## src/rtl/irq_regs_pkg.sv

```systemverilog
package irq_regs_pkg;
    // number of interrupt sources, shared by all four registers
    localparam int NSRC = 7;

    // source bit positions (software decodes these)
    localparam int B_RXOVR  = 0;
    localparam int B_MODEF  = 1;
    localparam int B_TXLOW  = 2;
    localparam int B_TXFULL = 3;
    localparam int B_RXNE   = 4;
    localparam int B_RXFULL = 5;
    localparam int B_TXUND  = 6;

    // register byte offsets
    localparam int OFS_STAT  = 'h04;
    localparam int OFS_SET   = 'h08;
    localparam int OFS_CLR   = 'h0C;
    localparam int OFS_MASK  = 'h10;
    localparam int OFS_WMARK = 'h28;

    localparam int WMARK_RST = 1;
endpackage

```

## src/rtl/irq_src_cond.sv

```systemverilog
module irq_src_cond
    import irq_regs_pkg::*;
#(
    parameter int LVL_W = 8
) (
    input  logic             mode_fault_i,
    input  logic             rx_overrun_i,
    input  logic             tx_underflow_i,
    input  logic             tx_full_i,
    input  logic             rx_not_empty_i,
    input  logic             rx_full_i,
    input  logic [LVL_W-1:0] tx_level_i,
    input  logic [LVL_W-1:0] wmark_i,
    output logic [NSRC-1:0]  raw_o
);
    always_comb begin
        raw_o           = '0;
        raw_o[B_RXOVR]  = rx_overrun_i;
        raw_o[B_MODEF]  = mode_fault_i;
        raw_o[B_TXLOW]  = (tx_level_i < wmark_i);
        raw_o[B_TXFULL] = tx_full_i;
        raw_o[B_RXNE]   = rx_not_empty_i;
        raw_o[B_RXFULL] = rx_full_i;
        raw_o[B_TXUND]  = tx_underflow_i;
    end
endmodule

```

## src/rtl/irq_status_reg.sv

```systemverilog
module irq_status_reg #(
    parameter int N = 7
) (
    input  logic         clk_i,
    input  logic         rst_ni,
    input  logic [N-1:0] raw_i,
    input  logic         clr_we_i,
    input  logic [N-1:0] clr_bits_i,
    output logic [N-1:0] stat_o
);
    logic [N-1:0] stat_q;

    for (genvar g = 0; g < N; g++) begin : g_bit
        always_ff @(posedge clk_i or negedge rst_ni) begin
            if (!rst_ni) begin
                stat_q[g] <= 1'b0;
            end else if (raw_i[g]) begin
                stat_q[g] <= 1'b1;          // event has priority over clear
            end else if (clr_we_i && clr_bits_i[g]) begin
                stat_q[g] <= 1'b0;
            end
        end

        AST_EVT_LATCH: assert property (@(posedge clk_i) disable iff (!rst_ni)
            raw_i[g] |=> stat_q[g]);
        AST_W1C_CLEAR: assert property (@(posedge clk_i) disable iff (!rst_ni)
            (clr_we_i && clr_bits_i[g] && !raw_i[g]) |=> !stat_q[g]);
        AST_STICKY: assert property (@(posedge clk_i) disable iff (!rst_ni)
            (stat_q[g] && !(clr_we_i && clr_bits_i[g])) |=> stat_q[g]);
        AST_NO_SPURIOUS: assert property (@(posedge clk_i) disable iff (!rst_ni)
            (!stat_q[g] && !raw_i[g]) |=> !stat_q[g]);
    end

    assign stat_o = stat_q;
endmodule

```

## src/rtl/irq_mask_reg.sv

```systemverilog
module irq_mask_reg #(
    parameter int N = 7
) (
    input  logic         clk_i,
    input  logic         rst_ni,
    input  logic         set_we_i,
    input  logic         clr_we_i,
    input  logic [N-1:0] bits_i,
    output logic [N-1:0] mask_o
);
    logic [N-1:0] mask_q;

    always_ff @(posedge clk_i or negedge rst_ni) begin
        if (!rst_ni) begin
            mask_q <= '0;
        end else if (clr_we_i) begin
            mask_q <= mask_q & ~bits_i;
        end else if (set_we_i) begin
            mask_q <= mask_q | bits_i;
        end
    end

    for (genvar g = 0; g < N; g++) begin : g_chk
        AST_MASK_SET: assert property (@(posedge clk_i) disable iff (!rst_ni)
            (set_we_i && !clr_we_i && bits_i[g]) |=> mask_q[g]);
        AST_MASK_CLR: assert property (@(posedge clk_i) disable iff (!rst_ni)
            (clr_we_i && bits_i[g]) |=> !mask_q[g]);
        AST_MASK_KEEP: assert property (@(posedge clk_i) disable iff (!rst_ni)
            ((set_we_i || clr_we_i) && !bits_i[g]) |=> $stable(mask_q[g]));
    end

    AST_MASK_HOLD: assert property (@(posedge clk_i) disable iff (!rst_ni)
        (!set_we_i && !clr_we_i) |=> $stable(mask_q));

    assign mask_o = mask_q;
endmodule

```

## src/rtl/spi_irq_regs.sv

```systemverilog
module spi_irq_regs
    import irq_regs_pkg::*;
#(
    parameter int ADDR_W = 8,
    parameter int DATA_W = 32,
    parameter int LVL_W  = 8
) (
    input  logic              clk_i,
    input  logic              rst_ni,
    input  logic [ADDR_W-1:0] bus_addr_i,
    input  logic              bus_wr_i,
    input  logic [DATA_W-1:0] bus_wdata_i,
    output logic [DATA_W-1:0] bus_rdata_o,
    input  logic              mode_fault_i,
    input  logic              rx_overrun_i,
    input  logic              tx_underflow_i,
    input  logic              tx_full_i,
    input  logic              rx_not_empty_i,
    input  logic              rx_full_i,
    input  logic [LVL_W-1:0]  tx_level_i,
    output logic              irq_o
);
    localparam logic [ADDR_W-1:0] A_STAT  = ADDR_W'(OFS_STAT);
    localparam logic [ADDR_W-1:0] A_SET   = ADDR_W'(OFS_SET);
    localparam logic [ADDR_W-1:0] A_CLR   = ADDR_W'(OFS_CLR);
    localparam logic [ADDR_W-1:0] A_MASK  = ADDR_W'(OFS_MASK);
    localparam logic [ADDR_W-1:0] A_WMARK = ADDR_W'(OFS_WMARK);

    logic             we_stat, we_set, we_clr, we_wmark;
    logic [NSRC-1:0]  wbits, raw, stat, mask;
    logic [LVL_W-1:0] wmark_q;
    logic             unused_wdata;

    assign unused_wdata = ^bus_wdata_i;

    // write decode
    assign we_stat  = bus_wr_i && (bus_addr_i == A_STAT);
    assign we_set   = bus_wr_i && (bus_addr_i == A_SET);
    assign we_clr   = bus_wr_i && (bus_addr_i == A_CLR);
    assign we_wmark = bus_wr_i && (bus_addr_i == A_WMARK);
    assign wbits    = bus_wdata_i[NSRC-1:0];

    // transmit watermark
    always_ff @(posedge clk_i or negedge rst_ni) begin
        if (!rst_ni) begin
            wmark_q <= LVL_W'(WMARK_RST);
        end else if (we_wmark) begin
            wmark_q <= bus_wdata_i[LVL_W-1:0];
        end
    end

    AST_WM_HOLD: assert property (@(posedge clk_i) disable iff (!rst_ni)
        !we_wmark |=> $stable(wmark_q));

    irq_src_cond #(.LVL_W(LVL_W)) u_cond (
        .mode_fault_i   (mode_fault_i),
        .rx_overrun_i   (rx_overrun_i),
        .tx_underflow_i (tx_underflow_i),
        .tx_full_i      (tx_full_i),
        .rx_not_empty_i (rx_not_empty_i),
        .rx_full_i      (rx_full_i),
        .tx_level_i     (tx_level_i),
        .wmark_i        (wmark_q),
        .raw_o          (raw)
    );

    irq_status_reg #(.N(NSRC)) u_stat (
        .clk_i      (clk_i),
        .rst_ni     (rst_ni),
        .raw_i      (raw),
        .clr_we_i   (we_stat),
        .clr_bits_i (wbits),
        .stat_o     (stat)
    );

    irq_mask_reg #(.N(NSRC)) u_mask (
        .clk_i    (clk_i),
        .rst_ni   (rst_ni),
        .set_we_i (we_set),
        .clr_we_i (we_clr),
        .bits_i   (wbits),
        .mask_o   (mask)
    );

    // read mux: write-only and unmapped offsets return zero
    always_comb begin
        bus_rdata_o = '0;
        if (bus_addr_i == A_STAT) begin
            bus_rdata_o = DATA_W'(stat);
        end else if (bus_addr_i == A_MASK) begin
            bus_rdata_o = DATA_W'(mask);
        end else if (bus_addr_i == A_WMARK) begin
            bus_rdata_o = DATA_W'(wmark_q);
        end
    end

    assign irq_o = |(stat & mask);

    AST_IRQ_NEEDS_MASK: assert property (@(posedge clk_i) disable iff (!rst_ni)
        (mask == '0) |-> !irq_o);
endmodule

```

## config.mk

```make
export PLATFORM = sky130hd
export DESIGN_NAME = spi_irq_regs
export DESIGN_NICKNAME = d
export VERILOG_FILES = /design/src/rtl/irq_regs_pkg.sv /design/src/rtl/irq_src_cond.sv /design/src/rtl/irq_status_reg.sv /design/src/rtl/irq_mask_reg.sv /design/src/rtl/spi_irq_regs.sv
export SDC_FILE = /design/constraint.sdc
export NUM_CORES = 1
export LEC_CHECK = 0
export ABC_CLOCK_PERIOD_IN_PS = 2100
export BUFFER_PORTS_ARGS = -buffer_cell sky130_fd_sc_hd__buf_4
export CELL_PAD_IN_SITES_DETAIL_PLACEMENT = 1
export CELL_PAD_IN_SITES_GLOBAL_PLACEMENT = 1
export CORE_AREA = 2 2 73 75
export DETAILED_ROUTE_END_ITERATION = 12
export DIE_AREA = 0 0 75 77
export GPL_TIMING_DRIVEN = 0
export PLACE_DENSITY = 0.82
export SETUP_SLACK_MARGIN = 0.5
export SLEW_MARGIN = 40
export SYNTH_ARGS = -nofsm -noshare
export SYNTH_HDL_FRONTEND = slang
export SYNTH_SLANG_ARGS = --single-unit
```

## constraint.sdc

```tcl
create_clock -name clk_i -period 2.1 [get_ports clk_i]
set_input_delay 0.42 -clock clk_i [delete_from_list [all_inputs] [get_ports clk_i]]
set_output_delay 0.42 -clock clk_i [all_outputs]
set_load 0.01 [all_outputs]
```

# After elaboration in Yosys (flattened, before gate mapping)

Cells that the tools add are included.
W data, S select, Z words.

ROM bits: 0
Output and inout port bits: 33
Latch bits: 0
Register bits after elaboration: 22
Memories: 0
Memory bits (writable): 0

Bitwise logic cells: 4
Equality and inequality tests: 5
Multiplexer cells: 19
$add $sub $neg: 0
Div/mod/pow operators: 0
Reductions and logical operators: 20
Order comparisons: 1
Multipliers: 0
Shift-type cells: 0

Operators by type and width:

| cell                 | number |
|---|---|
| $mux W8              | 3 |
| $eq A8 B4 Y1 const B | 2 |
| $reduce_bool A2 Y1   | 8 |
| $and A7 B7 Y7        | 2 |
| $mux W1              | 14 |
| $mux W7              | 2 |
| $logic_and A1 B1 Y1  | 11 |
| $eq A8 B3 Y1 const B | 1 |
| $eq A8 B5 Y1 const B | 1 |
| $eq A8 B6 Y1 const B | 1 |
| $lt A8 B8 Y1         | 1 |
| $not A7 Y7           | 1 |
| $or A7 B7 Y7         | 1 |
| $reduce_or A7 Y1     | 1 |

# Logic depth before layout (Yosys ltp)

Gate-level depths: netlist of the first run.

Depth after elaboration: 5
Depth in mapped cells: 6
Mapped depth without buffers: 6

# Cells and area by module

A second synthesis of the first run with hierarchy kept.

Cells, all modules: 170
Area, all modules: 1567.8 um^2

Modules (own cells, without submodules):

| module         | area each (um^2) | seq. area each (um^2) | cells each | times used |
|---|---|---|---|---|
| spi_irq_regs   | 847.1            | 201.4                 | 97         | 1 |
| irq_status_reg | 254.0            | 175.2                 | 21         | 1 |
| irq_mask_reg   | 245.2            | 175.2                 | 21         | 1 |
| irq_src_cond   | 221.5            | 0.0                   | 31         | 1 |

# Worst setup path before layout of the first run

OpenSTA, ideal clock, no wires.

Path type: input to output
Start: input port bus_addr_i[5]
End: output port bus_rdata_o[0]
Stages: 5
Data required time: 1.680 ns
Path slack: 0.296 ns
Arrival time: 1.384 ns
Cell sequence: nor4_1 > and4b_2 > clkbuf_1 > a222oi_1 > inv_1

Word-level cells in the longest chain between the ends: 4
Elaborated cells on any way between the ends: 6

Ends and longest elaborated chain:

| item               | line               | RTL |
|---|---|---|
| start: declaration | spi_irq_regs.sv:10 | `input logic [ADDR_W-1:0] bus_addr_i,` |
| $eq A8 B6 Y1       | spi_irq_regs.sv:92 | `end else if (bus_addr_i == A_WMARK) begin` |
| $mux W8            | spi_irq_regs.sv:92 |  |
| $mux W8            | spi_irq_regs.sv:90 | `end else if (bus_addr_i == A_MASK) begin` |
| $mux W8 *          | spi_irq_regs.sv:88 | `if (bus_addr_i == A_STAT) begin` |
| end: declaration   | spi_irq_regs.sv:13 | `output logic [DATA_W-1:0] bus_rdata_o,` |

Mark *: on every way between the ends. The rest lies on a longest branch, timed or not.

# Worst setup path in the final report of the first run

Start: input port bus_addr_i[0]
End: output port bus_rdata_o[5]

Same word-level chain as after synthesis.

==> results list, run 1 <==
- Status: finished, final reports clean
- Of the total power, the share spent switching nets is 0.2250.
* Count of standard-cell rows: 26
- Post-Synth XOR/XNOR Area: 0
- EDFF count, synth: 0
- RSZ-0062 raised after global routing: yes
* Post-synthesis area per instance: slightly below 10 sq um
- Internal Pwr Total: 803.0 uW
- Max-cap viol count: 0
- By instance count, the leading cell after synthesis is buf_4.
- The area growth from synthesis to layout is 45.67%.
- Clock network fraction of design power: 0.379
- TritonCTS clock tree: done
- For this run, the register share of the synthesized area comes to 0.3669.
* Area share of and/or/nand/nor cells after synthesis: 0.1290
- Of all nets on the critical path, the largest fanout is 7.
* Final-report hold violation count: 0
- Req. time, crit path: 1680 ps
- Antenna Nets Post-Route: 0
- Clock Latency Late Sink: between 200 and 300 ps
* Worst slack after detailed placement: 126.6 ps
- Cell area after synthesis: roughly 1500 sq um
- Startpoint kind of the worst setup timing path: input port
* Commonest cells in the netlist: buf_4, dfrtp_1, inv_1
- Clock tree skew after final layout: 1.817 ps
- Number of hold buffers added after cts: 0
- Entering global routing, the biggest net connects 23 pins.
- For this run, the leading register cell type out of synthesis is dfrtp_1.
- Adding up every negative setup slack in the final design gives 0 ps.
* GR Overflow Total: 0
* TritonRoute pass-1 iters: 5
* Post-synthesis share of cell area spent on full adders, half adders and majority gates: 0.05824
* Detailed Route WL: 3.866 mm
* Maximum buffer depth of the clock tree: 2
- Final setup violation count: 0
- Endpoint arrival time on the critical path: 1540 ps
- Combinational family with the most area after synthesis: buffers and inverters
- Detailed placement finished with a half-perimeter wire length of 2.936 mm.
* ANT cells: 0
- In this run, synthesis produced a sequential element count of 22.
- Violation count after the first detailed-route iteration: 54
- Routed via count: 1,272
* Ranking of synthesized cells by area: dfrtp_1, buf_4, mux2_4, ha_1, a222oi_1
- Cell count after synthesis: 152
- Of the available clock period, the critical path in the final layout requires 0.9328.
* DRC violations left: 0
- CTS saw 22 sinks.
* Pwr dens: 472.9 nW/um^2
- Type of destination of the critical path: output port
* Die Span Y: between 70 and 80 um
- Starting utilization of the core area: 0.3022
- The floorplan step defined a die boundary enclosing 5775 sq um.
* Worst IR drop on VDD: 218.8 uV
- The die is 75 um wide.
- Average wire length per cell after detail routing: 13.15 um
- Of the post-synthesis cell area, the dominant cell type holds 0.3494.
* Core Region: 4977 sq um
- Achievable clock frequency: 0.5105 GHz
* Number of buffers inserted during clock tree synthesis: 3
* Final #Nets: 289
- For this run, the total global-route usage over all layers was measured as 0.1328.
- For this design the total switching power over the nets is 233.2 uW.
* Count of distinct cell types in the synthesized netlist: 29
- Of the cells placed in the final design, the portion with a size suffix greater than 1 is 0.4330.
- Vias per cell: approximately 4.3
- The number of max-slew violations in the final report was 0.
* H-tree depth reported by CTS: 1
- Largest area contributor in the synthesized netlist: dfrtp_1
* Leak Pwr: about 0.0012 uW
- Clock tree synthesis selected as its root buffer the cell clkbuf_8.
- The worst path meets setup with roughly 140 ps of slack.
- Post-layout utilization of the core: 0.4402
- I/O pins: 90
- By startpoint and endpoint, the worst setup path is classified as in -> out.
- The Yosys step of the flow raised 0 warnings.
* Global-route wire length before repair: 6.044 mm
* Initial antenna violation count: 0
* Synth Area in Compound Gates: 0.1181
- Last weighted congestion value of the routability-driven placer: 0.7903
- Post-CTS clock slew at the launch and capture registers of the worst setup and hold paths: around 80 ps
- Measured against the total synthesized area, the mux share comes to 0.1265.
- Comb power frac: 0.186
- Worst Hold Class: in -> async
* Via count of the first global-routing pass: roughly 1,300
- The share of total power dissipated in sequential elements is 0.435.
* Async set or reset register ratio after synthesis: 1.000
* Final period demand of the worst path: 1959 ps
- During placement, the flow inserted port buffers numbering 40.
## layout make-up
| type | count | area, sq um |
|---|---|---|
| repair buffers | 45 | 379.1 |
| inverters | 21 | 78.83 |
| flip-flops and latches | 22 | 551.8 |
| multi-input cells | 102 | 772.0 |
| clock buffers | 3 | 41.29 |
| well taps | 70 | 87.58 |
| fillers | 596 | 2786 |
| clock inverters | 1 | 30.03 |
| plain buffers | 30 | 250.2 |
## cells by family (layout without fill, tap and decap cells)
family | Yosys count | in the layout
multiplexers | 15 | 15
AND/OR/NAND/NOR | 33 | 33
flip-flops | 22 | 22
buffers and inverters | 51 | 100
AO/OA/AOI/OAI | 23 | 23
adder cells (fa/ha/maj) | 7 | 7
other | 1 | 24
## metal layers
layer / track usage / part of all wire
met5: 0 / 0
met4: 0.03036 / 0.013
met3: 0.01708 / 0.048
met2: 0.2342 / 0.50
met1: 0.1679 / 0.44
## worst max-delay path, stage by stage
cell and delay, ps:
buf_6 80, nor2_1 40, and4b_2 250, buf_8 140
a222oi_1 350, inv_1 120, buf_6 140
## cell usage in the layout (no fill, tap or decap), types with 4 or more instances in the layout
cell type	instances
a222oi_1	8
mux2_4	8
buf_6	8
mux2i_1	7
conb_1	24
ha_1	7
clkbuf_8	4
nand2_1	16
inv_1	21
a21o_1	7
buf_4	60
dfrtp_1	21
## power by group through the flow
stage                     Sequential (uW)  Clock (uW)  Combinational, uW
after floorplan                       454           0                102
after global placement                458           0                174
after detailed placement              459           0                179
after CTS                             451         402                189
after global routing                  453         418                214
final                                 451         392                193
## final timing paths
| path | start | endpoint | slack (ps) | cells past startpoint |
|---|---|---|---|---|
| max in group asynchronous | rst_ni | wmark_q[0]$_DFFE_PN1P_ | 1790 | 1 |
| setup reg to reg | wmark_q[5]$_DFFE_PN0P_ | u_stat.stat_o[2]$_DFFE_PN0P_ | 760 | 6 |
| hold / removal | rst_ni | wmark_q[7]$_DFFE_PN0P_ | 30 | 1 |
| hold reg to reg | u_stat.stat_o[3]$_DFFE_PN0P_ | u_stat.stat_o[3]$_DFFE_PN0P_ | 520 | 1 |
| setup / recovery | bus_addr_i[0] | bus_rdata_o[5] | 140 | 7 |
| min in group clk_i | rx_full_i | u_stat.stat_o[5]$_DFFE_PN0P_ | 330 | 2 |
## stage by stage
step	hold slack, ps	cell area [sq um]	instances	total power (uW)
6_report	34.35	2191	294	1036
3_5_place_dp	327.7	2021	285	637.6
4_1_cts	39.55	2151	291	1041
5_1_grt	40.38	2191	294	1085
3_3_place_gp	325.1	2021	285	631.5
2_1_floorplan	124.4	1633	175	555.8
## what timing repair did
item,in CTS,in global routing
setup endpoints to repair,9,9
pin swaps,9,6
buffers inserted,2,2
resized for setup,11,6
cloned,0,1
No activity file was read; power rests on OpenSTA's default activity.
==> run 2: changes to the inputs <==
- ABC_AREA: unset -> 1
- CORE_AREA: 2 2 73 75 -> 2 2 77 79
- DIE_AREA: 0 0 75 77 -> 0 0 79 81
- PLACE_DENSITY: 0.82 -> 0.81
==> run 2 against run 1 <==
Register-to-register slack better by 110 ps. Clock power down 30%. Sequential share of layout area down 2.8 points. Largest cell class unchanged. Highest routed layer unchanged. Hold slack worse by 5.9 ps. Synthesized area up 6.5%.
==> results list, run 2 <==
- Status: finished, final reports clean (unchanged).
- The leakage power summed over all cells came to 0.001280 uW (was 0.001180 uW).
* RSZ-0062 raised after global routing: yes (unchanged)
* Global-route wire length before repair: 7.817 mm (was 6.044 mm)
- Worst Hold Class: in -> async (unchanged)
- The capture instance of the worst register-to-register path was u_stat.stat_o[2]$_DFFE_PN0P_ (unchanged).
- The sum of met2 wire segment lengths after detailed routing is 2.582 mm (was 1.946 mm).
- The number of nets in the layout came to 365 (was 289).
- The total setup violations reported at the end of the flow is 0 (unchanged).
- The post-cts hold buffer count is 0 (unchanged).
- The number of max-slew violations in the final report came to 0 (unchanged).
* Cell count after synthesis: 216 (was 152)
- The pin count of the biggest net entering global routing came to 23 (unchanged).
- The data arrival time at the worst-slack endpoint came to 1370 ps (was 1540 ps).
* Final clock period utilization by the worst path: 0.8539 (was 0.9328)
* Clock tree sinks: 22 (unchanged)
- Number of buffers inserted during clock tree synthesis: 3 (unchanged)
- The source of the worst register-to-register timing path was wmark_q[7]$_DFFE_PN0P_ (was wmark_q[5]$_DFFE_PN0P_).
* Proportion of power drawn by flip-flops and latches: 0.461 (was 0.435)
- Highest-count cells in the layout ignoring fill and taps: nand2_1, buf_4, conb_1, nand3_1, dfrtp_1 (was buf_4, conb_1, inv_1, dfrtp_1, nand2_1).
- Violation count after the first detailed-route iteration: 67 (was 54)
* Achievable clock frequency: 0.5577 GHz (was 0.5105 GHz)
- The height of the chip came to 81 um (was 77 um).
- Ranking of synthesized cells by area: dfrtp_1, nand2_1, buf_4, nand3_1, ha_1 (was dfrtp_1, buf_4, mux2_4, ha_1, a222oi_1).
- The initial core utilization came to 0.2822 (was 0.3022).
* Count of standard-cell rows: 28 (was 26)
* Final-report hold violation count: 0 (unchanged)
* Met3 wire length: 259 um (was 185 um)
- The critical path class is in -> out (unchanged).
- The kind of start point of the critical path was an input port (unchanged).
- The library cell occupying the most area in the post-synthesis netlist is dfrtp_1 (unchanged).
* Type of destination of the critical path: output port (unchanged)
- The proportion of power drawn by combinational gates was 0.264 (was 0.186).
* Count of distinct cell types in the synthesized netlist: 21 (was 29)
* Maximum buffer depth of the clock tree: 2 (unchanged)
- Synthesis Warnings: 0 (unchanged)
* Top layer used by detailed routing: met4 (unchanged)
* Die Width: 79 um (was 75 um)
* Net switching power: 291.6 uW (was 233.2 uW)
- The global route total overflow was 0 (unchanged).
- Worst-case hold slack: 28.41 ps (was 34.35 ps)
- The largest delay contributor family on the critical path is simple AND/OR/NAND/NOR gates (was buffers and inverters).
- ANT cells: 0 (unchanged)
- The core region area is 5675 sq um (was 4977 sq um).
- Cell area after synthesis: 1602 sq um (was 1504 sq um)
* Critical-path cell with the highest stage delay: nor2_4 (was a222oi_1)
* Area growth from synthesis to layout: 53.98% (was 45.67%)
- Die Outline Area: 6399 sq um (was 5775 sq um)
* Crit-path cells: buf_4 -> nor2_4 -> nand2_2 -> nor2_4 -> buf_6 -> nand3_1 -> nand3_2 -> buf_6 (was buf_6 -> nor2_1 -> and4b_2 -> buf_8 -> a222oi_1 -> inv_1 -> buf_6)
* Req. time, crit path: 1680 ps (about the same)
- Final period demand of the worst path: 1793 ps (was 1959 ps)
- Reg2reg setup slack: 870 ps (was 760 ps)
- The routability-driven placement congestion ratio is 0.8379 (was 0.7903).
- Share of synthesized area occupied by flip-flops and latches: 0.3445 (was 0.3669)
- Maximum fanout encountered on the critical timing path: 5 (was 7)
* Clk Tree Root Cell: clkbuf_8 (unchanged)
- Fraction of layout cells with a size suffix above 1: 0.4333 (was 0.4330)
- The least setup slack across all paths after layout was 306.8 ps (was 141.1 ps).
- The total vias in the final route was 1,636 (was 1,272).
- Detailed Route WL: 4.965 mm (was 3.866 mm)
- H-tree depth reported by CTS: 1 (unchanged)
- The delay of the slowest cell on the worst path is 140 ps (was 350 ps).
- Vias per cell: 4.363 (was 4.327)
- The final setup TNS is 0 ps (unchanged).
* DRC violations left: 0 (unchanged)
* Worst slack after detailed placement: 100.6 ps (was 126.6 ps)
- Initial antenna violation count: 0 (unchanged)
* Count of buffering cells on the critical path with inverters included: 3 (was 4)
- Commonest cells in the netlist: nand2_1, nand3_1, buf_4 (was buf_4, dfrtp_1, inv_1).
- Most frequent cell after synthesis: nand2_1 (was buf_4)
* TritonRoute pass-1 iters: 4 (was 5)
- Worst IR drop on VDD: 318.5 uV (was 218.8 uV)
- The top flip-flop cell by instance count after synthesis is dfrtp_1 (unchanged).
* Met1 WL: 2.030 mm (was 1.684 mm)
- The post-detailed-route wirelength per cell is 13.24 um (was 13.15 um).
- The number of enable-type register cells in the synthesized netlist came to 0 (unchanged).
- The clock group share of total power was 0.274 (was 0.379).
- The TritonCTS clock tree is done (unchanged).
- The via count of the first global-routing pass is 1,653 (was 1,307).
* Number of register bits inferred by synthesis: 22 (unchanged)
- Clock Latency Late Sink: 270 ps (was 260 ps)
* Proportion of total power due to net switching: 0.2922 (was 0.2250)
- The post-detailed-placement half-perimeter wirelength is 3.456 mm (was 2.936 mm).
- The global-route total usage across every layer is 0.1564 (was 0.1328).
- The top-area cell type share of the netlist area was 0.3281 (was 0.3494).
- The async set-or-reset flop fraction in the synthesized netlist is 1.000 (unchanged).
* Clock tree skew after final layout: 4.936 ps (was 1.817 ps)
- I/O pins: 90 (unchanged)
- Pwr dens: 404.7 nW/um^2 (was 472.9 nW/um^2)
- The most common cell after layout, fill and taps aside is nand2_1 (was buf_4).
- The post-route antenna net violation count was 0 (unchanged).
- The overall power consumption is 997.9 uW (was 1036 uW).
- The clock-pin slew reported for the worst setup and hold paths after clock tree synthesis was 80 ps (about the same).
* # port buffers: 41 (was 40)
- The length in cells of the worst reg-to-reg path is 6 (unchanged).
- Internal Pwr Total: 706.3 uW (was 803.0 uW)
- Max-cap viol count: 0 (unchanged)
- The average footprint of a synthesized cell is 7.415 sq um (was 9.894 sq um).
run 2: logic make-up after synthesis:
family,share of synthesized area
other,0.002342
AO/OA/AOI/OAI,0.04218
flip-flops,0.3445
AND/OR/NAND/NOR,0.3875
adder cells (fa/ha/maj),0.05469
buffers and inverters,0.1688
run 2: cell type report:
type	instances	area [sq um]
clock buffer	4	45.04
fill	714	3209
sequential	22	551.8
buffer	27	214.0
tap	75	93.84
multi-input combinational	174	1003
timing repair buffer	57	493.0
inverter	16	65.06
run 2: power by group through the flow:
stage,sequential (uW),clock (uW),combinational [uW]
after detailed placement,466,0,228
after CTS,459,280,250
after global routing,463,295,296
after global placement,465,0,222
final,461,274,264
after floorplan,462,0,129
run 2: per-stage QoR:
step / util / instances / cell area [sq um]
2_1_floorplan: - / 239 / 1694
3_3_place_gp: 0.3693 / 355 / 2096
3_5_place_dp: 0.3693 / 355 / 2096
4_1_cts: 0.4169 / 369 / 2366
5_1_grt: 0.4345 / 375 / 2466
6_report: 0.4345 / 375 / 2466
run 2: how the worst max path moves through the flow:
stage                        from             end  slack [ps]  cells after the start
global placement    bus_addr_i[7]  bus_rdata_o[6]         110                      7
detailed placement  bus_addr_i[7]  bus_rdata_o[6]         100                      7
finish              bus_addr_i[7]  bus_rdata_o[2]         310                      8
global route        bus_addr_i[3]  bus_rdata_o[2]         230                      8
CTS                 bus_addr_i[0]  bus_rdata_o[6]         280                      9
floorplan           bus_addr_i[7]  bus_rdata_o[0]         530                      5
run 2: what timing repair did:
action | in CTS | in global routing
pin swaps | 11 | 10
endpoints found under the setup margin | 9 | 9
endpoints found under the hold margin | 0 | 0
gates cloned | 0 | 1
gates resized for setup | 31 | 20
buffers inserted | 10 | 5
run 2: per-layer routing:
layer,vias up,track usage
met5,-,0
met3,9,0.02333
met2,52,0.2873
li1,816,-
met1,759,0.1891
met4,0,0.04655
